## config.mk

```make
export PLATFORM = sky130hd
export DESIGN_NAME = irqd_regfront
export DESIGN_NICKNAME = d
export VERILOG_FILES = /design/src/rtl/irqd_pkg.sv /design/src/rtl/irqd_decode.sv /design/src/rtl/irqd_state_bank.sv /design/src/rtl/irqd_regfront.sv
export SDC_FILE = /design/constraint.sdc
export NUM_CORES = 1
export LEC_CHECK = 0
export BUFFER_PORTS_ARGS = -buffer_cell sky130_fd_sc_hd__buf_2
export CORE_MARGIN = 2
export CORE_UTILIZATION = 50
export DETAILED_ROUTE_END_ITERATION = 6
export GPL_TIMING_DRIVEN = 0
export MAX_ROUTING_LAYER = met4
export PLACE_DENSITY = 0.77
export SYNTH_ARGS = -nofsm -noshare
export SYNTH_HDL_FRONTEND = slang
export SYNTH_SLANG_ARGS = --single-unit
```

## constraint.sdc

```tcl
create_clock -name clk -period 3 [get_ports clk]
set_input_delay 0.45 -clock clk [delete_from_list [all_inputs] [get_ports clk]]
set_output_delay 0.45 -clock clk [all_outputs]
set_load 0.01 [all_outputs]
```

## src/rtl/irqd_pkg.sv

```systemverilog
package irqd_pkg;

    localparam int unsigned WADDR_W   = 14;
    localparam int unsigned DATA_W    = 32;
    localparam int unsigned WORD_IX_W = 5;
    localparam int unsigned NUM_KINDS = 3;

    localparam int unsigned CTRL_GRP_BIT   = 0;
    localparam int unsigned CTRL_ROUTE_BIT = 4;
    localparam int unsigned CTRL_NOSEC_BIT = 6;

    localparam logic [WADDR_W-1:0] WA_CTRL  = 14'h0000;
    localparam logic [WADDR_W-1:0] WA_TYPE  = 14'h0001;
    localparam logic [WADDR_W-1:0] WA_IIDR  = 14'h0002;
    localparam logic [WADDR_W-1:0] WA_IDENT = 14'h3FFA;

    localparam logic [DATA_W-1:0] IDENT_WORD = 32'h0000_0030;
    localparam int unsigned ID_BITS = 10;

    typedef enum logic [2:0] {
        RG_NONE, RG_CTRL, RG_TYPE, RG_IIDR, RG_IDENT, RG_GROUP, RG_ARRAY
    } region_e;

    typedef struct packed {
        region_e               region;
        logic [1:0]            kind;   // 1 enable, 2 pending, 3 active
        logic                  clr;
        logic [WORD_IX_W-1:0]  word;
    } dec_t;

    function automatic logic [DATA_W-1:0] type_word(int unsigned num_shared);
        int unsigned total;
        logic [DATA_W-1:0] v;
        total = 32 + num_shared;
        if (total > 1024) total = 1024;
        v = '0;
        v[4:0]   = 5'((total / 32) - 1);
        v[23:19] = 5'(ID_BITS - 1);
        return v;
    endfunction

endpackage

```

## src/rtl/irqd_decode.sv

```systemverilog
module irqd_decode
    import irqd_pkg::*;
(
    input  logic [WADDR_W-1:0] waddr,
    output dec_t               dec
);
    always_comb begin
        dec        = '0;
        dec.region = RG_NONE;
        dec.kind   = waddr[7:6];
        dec.clr    = waddr[5];
        dec.word   = waddr[4:0];
        if (waddr == WA_CTRL)                          dec.region = RG_CTRL;
        else if (waddr == WA_TYPE)                     dec.region = RG_TYPE;
        else if (waddr == WA_IIDR)                     dec.region = RG_IIDR;
        else if (waddr == WA_IDENT)                    dec.region = RG_IDENT;
        else if (waddr[13:5] == 9'd1)                  dec.region = RG_GROUP;
        else if (waddr[13:8] == 6'd0 && waddr[7:6] != 2'd0)
                                                       dec.region = RG_ARRAY;
    end
endmodule

```

## src/rtl/irqd_state_bank.sv

```systemverilog
module irqd_state_bank
    import irqd_pkg::*;
#(
    parameter int unsigned NUM_SHARED = 64
) (
    input  logic                  clk,
    input  logic                  rst,
    input  logic                  wr_set,
    input  logic                  wr_clr,
    input  logic [WORD_IX_W-1:0]  word,
    input  logic [DATA_W-1:0]     wdata,
    output logic [NUM_SHARED-1:0] state,
    output logic [DATA_W-1:0]     rd_word
);
    localparam int unsigned NWORDS = NUM_SHARED / 32;

    for (genvar w = 0; w < NWORDS; w++) begin : g_word
        localparam logic [WORD_IX_W-1:0] MY_IX = WORD_IX_W'(w + 1);
        always_ff @(posedge clk) begin
            if (rst)
                state[w*32 +: 32] <= '0;
            else if (wr_set && word == MY_IX)
                state[w*32 +: 32] <= state[w*32 +: 32] | wdata;
            else if (wr_clr && word == MY_IX)
                state[w*32 +: 32] <= state[w*32 +: 32] & ~wdata;
        end
    end

    always_comb begin
        rd_word = '0;
        for (int w = 0; w < NWORDS; w++)
            if (word == WORD_IX_W'(w + 1)) rd_word = state[w*32 +: 32];
    end
endmodule

```

## src/rtl/irqd_regfront.sv

```systemverilog
module irqd_regfront
    import irqd_pkg::*;
#(
    parameter int unsigned NUM_SHARED   = 64,
    parameter logic [7:0]  PRODUCT_CODE = 8'h4B,
    parameter logic [11:0] VENDOR_CODE  = 12'h43B
) (
    input  logic                  clk,
    input  logic                  rst,
    input  logic [13:0]           reg_waddr,
    input  logic                  reg_wr,
    input  logic [31:0]           reg_wdata,
    output logic [31:0]           reg_rdata,
    output logic                  grp_en_o,
    output logic [NUM_SHARED-1:0] irq_enable_o,
    output logic [NUM_SHARED-1:0] irq_pending_o,
    output logic [NUM_SHARED-1:0] irq_active_o
);
    localparam logic [DATA_W-1:0] TYPE_VAL = type_word(NUM_SHARED);
    localparam logic [DATA_W-1:0] IIDR_VAL = {PRODUCT_CODE, 12'h000, VENDOR_CODE};

    dec_t                  dec;
    logic                  grp_en_q;
    logic [NUM_SHARED-1:0] bank_state [NUM_KINDS];
    logic [DATA_W-1:0]     bank_rd    [NUM_KINDS];
    logic [DATA_W-1:0]     rd_next;

    irqd_decode u_dec (.waddr(reg_waddr), .dec(dec));

    for (genvar k = 0; k < NUM_KINDS; k++) begin : g_bank
        logic hit;
        assign hit = (dec.region == RG_ARRAY) && (dec.kind == 2'(k + 1));
        irqd_state_bank #(.NUM_SHARED(NUM_SHARED)) u_bank (
            .clk    (clk),
            .rst    (rst),
            .wr_set (reg_wr && hit && !dec.clr),
            .wr_clr (reg_wr && hit &&  dec.clr),
            .word   (dec.word),
            .wdata  (reg_wdata),
            .state  (bank_state[k]),
            .rd_word(bank_rd[k])
        );
    end

    always_ff @(posedge clk) begin
        if (rst)
            grp_en_q <= 1'b0;
        else if (reg_wr && dec.region == RG_CTRL)
            grp_en_q <= reg_wdata[CTRL_GRP_BIT];
    end

    always_comb begin
        rd_next = '0;
        unique case (dec.region)
            RG_CTRL: begin
                rd_next[CTRL_GRP_BIT]   = grp_en_q;
                rd_next[CTRL_ROUTE_BIT] = 1'b1;
                rd_next[CTRL_NOSEC_BIT] = 1'b1;
            end
            RG_TYPE:  rd_next = TYPE_VAL;
            RG_IIDR:  rd_next = IIDR_VAL;
            RG_IDENT: rd_next = IDENT_WORD;
            RG_GROUP: rd_next = '1;
            RG_ARRAY: rd_next = bank_rd[dec.kind - 2'd1];
            default:  rd_next = '0;
        endcase
    end

    always_ff @(posedge clk) begin
        if (rst) reg_rdata <= '0;
        else     reg_rdata <= rd_next;
    end

    assign grp_en_o      = grp_en_q;
    assign irq_enable_o  = bank_state[0];
    assign irq_pending_o = bank_state[1];
    assign irq_active_o  = bank_state[2];
endmodule

```

==> flow_metrics.tcl <==
set metrics [dict create \
    status "finished with violations" \
    violations "setup timing" \
    drv_slew 0 \
    grtUsageTotal_pct 38.9 \
    required_ns 3.39 \
    hold_path_end "grp_en_o" \
    gp_congestion 0.969 \
    max_freq_mhz 329 \
    min_period_over_period_pct 101 \
    cts.path.max_buffers 3 \
    wl_per_cell_um 25.5 \
    netlist_instances 1088 \
    yosysMostFrequentCell "dfxtp_1" \
    fin_worst_skew_ns 0.0130 \
    dpl.hpwl_mm 30.4 \
    synth_warnings 0 \
    p_int_mw 4.95 \
    placed_area_um2 11700 \
    design.die.area_um2 21100 \
    cts_tree "done" \
    clk_pin_slew_ns 0.07 \
    synth_area_leader_cell "dfxtp_1" \
    drv_cap 0 \
    synthDistinctLibCells 44 \
    io_pins 274 \
    cts_root_buf "clkbuf_16" \
    min_path_type "primary input to register" \
    ir_worst_vdd_mv 0.428 \
    avgSynthCellArea_um2 9.19 \
    ys_seq_area_share_pct 45.1 \
    synthArstFlopShare_pct 0 \
    p_leak_nw 4.74 \
    drt_wl_total_mm 42.7 \
    grt_max_degree 16 \
    setup_violations 13 \
    power_density_nw_per_um2 529 \
    crit_fanout 15 \
    clock_latency_ns 0.53 \
    rrSetupSlack_ns 1.56 \
    ys_ff_latch 225 \
    clkPwrFrac_pct 46.9 \
    synth_flop_cell "dfxtp_1" \
    syn_nets 1141 \
    setup_slack_ns -0.0401 \
    fill_cells 1688 \
    fp.coreArea_um2 19500 \
    htreeDepth 1 \
    end_kind "register" \
    layout.cells.non_filler 1678 \
    path_class "primary input to register" \
    comb_power_share_pct 8.3 \
    grt_overflow 0 \
    sw_frac_of_total_pct 25.7 \
    worstMarginPinSlew_ns 0.847 \
    synth_top_area_share_pct 45.1 \
    syn_area_um2 9990 \
    die_w_um 145 \
    grt_pass1_wl_mm 62.9 \
    clock-sinks 225 \
    cts_buffers 24 \
    slew_headroom_pct 43.5 \
    fin_crit_ns 3.04 \
    worst_setup_path_start_kind "primary input" \
    die_h_um 145 \
    synth_enable_flop_cells 0 \
    netlist_top_cells_count "dfxtp_1, a21oi_1, a311oi_1, clkbuf_1, nor2_1" \
    critical_path_arrival_ns 3.43 \
    initial_core_util_pct 51.2 \
    drt_iter0_drc 1556 \
    vias 11600 \
    finalSetupTns_ns -0.287 \
    grt_pass1_vias 10600 \
    hold-path-cell-count 3 \
    rr_endpoint "reg_rdata[1]" \
    firstDrtPassIters 6 \
    antenna_found_initial 1 \
    nNetsFinal 1446 \
    dp.cells 1624 \
    place_ws_ns -1.74 \
    p_sw_mw 1.72 \
    rsz0062_at_grt "no" \
    synthTopCellsByArea "dfxtp_1, a311oi_1, a21oi_1" \
    areaGrowthSynthToFinish_pct 26.2 \
    drc 0 \
    layout-drive-gt1-share_pct 25.8 \
    ant_nets 0 \
    vias_per_cell 6.92 \
    final_util_pct 64.6 \
    port_buffers 271 \
    reg2reg_depth 5 \
    hold_violations 0 \
    hold_start "reg_wr" \
    row_count 51 \
    design_area_um2 12600 \
    seq_power_share_pct 44.8 \
]
==> logic make-up (layout without fill, tap and decap cells) <==
group / after synthesis / in the layout / synth area share [%]
buf+inv: 162 / 485 / 7.10
xor+xnor: 1 / 1 / 0.0876
flops: 225 / 225 / 45.1
simple gates: 111 / 111 / 7.31
compound gates: 585 / 585 / 39.9
other cells: 0 / 2 / 0
fa+ha+maj: 4 / 4 / 0.501
==> worst max path at each step <==
| stage | to | startpoint | depth (start not counted) | slack (ns) |
|---|---|---|---|---|
| after floorplan | reg_rdata[20] | reg_waddr[6] | 10 | 0.31 |
| after global placement | reg_rdata[10] | reg_waddr[6] | 10 | -1.66 |
| after detailed placement | reg_rdata[10] | reg_waddr[6] | 10 | -1.74 |
| after CTS | reg_rdata[31] | reg_waddr[6] | 11 | 0.004 |
| after global routing | register | reg_waddr[6] | 10 | 0.01 |
| final | reg_rdata[19] | reg_waddr[6] | 11 | -0.04 |
==> routing by layer <==
| metal | up-vias | share of wire (%) | GRT usage, % |
|---|---|---|---|
| met5 | - | 0 | - |
| met2 | 1091 | 43 | 57.3 |
| met1 | 5393 | 37 | 51.3 |
| li1 | 4976 | - | - |
| met4 | 0 | 4.1 | 15.6 |
| met3 | 157 | 15 | 9.91 |
==> cell usage in the layout (no fill, tap or decap), types with 4 or more instances in the layout <==
master / Yosys / routed
nand3b_1: 30 / 30
a311oi_1: 192 / 192
o21ai_0: 32 / 32
clkbuf_8: 0 / 6
clkbuf_1: 137 / 128
o32ai_1: 30 / 30
clkinv_2: 0 / 5
nand2_1: 12 / 12
buf_4: 9 / 17
a31oi_1: 6 / 6
buf_2: 0 / 272
o22ai_1: 33 / 33
dfxtp_1: 225 / 225
clkbuf_16: 0 / 25
a21oi_1: 222 / 221
ha_1: 4 / 4
o21a_1: 31 / 31
nor3_4: 6 / 6
o211ai_1: 30 / 30
buf_6: 9 / 9
clkbuf_2: 0 / 12
nor2_1: 35 / 35
==> metrics by stage <==
stage / total power [mW] / hold WS (ns)
4_1_cts: 6.59 / 0.241
3_3_place_gp: 3.56 / 0.462
2_1_floorplan: 3.35 / 0.493
3_5_place_dp: 3.57 / 0.469
5_1_grt: 6.77 / 0.253
6_report: 6.67 / 0.241
==> power by group through the flow <==
stage	clock network, mW	logic, mW	registers, mW
finish	3.13	0.555	2.99
global route	3.22	0.571	2.99
CTS	3.09	0.518	2.99
detailed placement	0	0.513	3.05
global placement	0	0.509	3.05
floorplan	0	0.295	3.05
==> cell type report <==
cell class	count	area (µm²)	area share, %
tap	265	332	2.63
clock buffer	35	723	5.73
inverter	3	11.3	0.0893
clock inverter	9	100	0.794
antenna	2	5.00	0.0397
multi-input combinational	701	4790	38.0
timing repair buffer	280	1440	11.4
sequential	225	4500	35.7
buffer	158	711	5.63
==> timing repair <==
action | 4_1_cts | 5_1_grt
pin swaps | 0 | 3
buffers inserted | 0 | 9
setup endpoints to repair | 224 | 83
resized for setup | 6 | 16
hold buffers | 0 | 0
==> worst max-delay path: stages <==
cell	delay (ns)
buf_2	0.39
buf_2	0.41
inv_1	0.13
ha_1	0.26
nor2b_1	0.15
nand3_1	0.10
a21o_1	0.12
clkbuf_1	0.50
a21o_1	0.24
clkbuf_1	0.53
a21oi_1	0.12
Power figures use the tool's default switching activity.
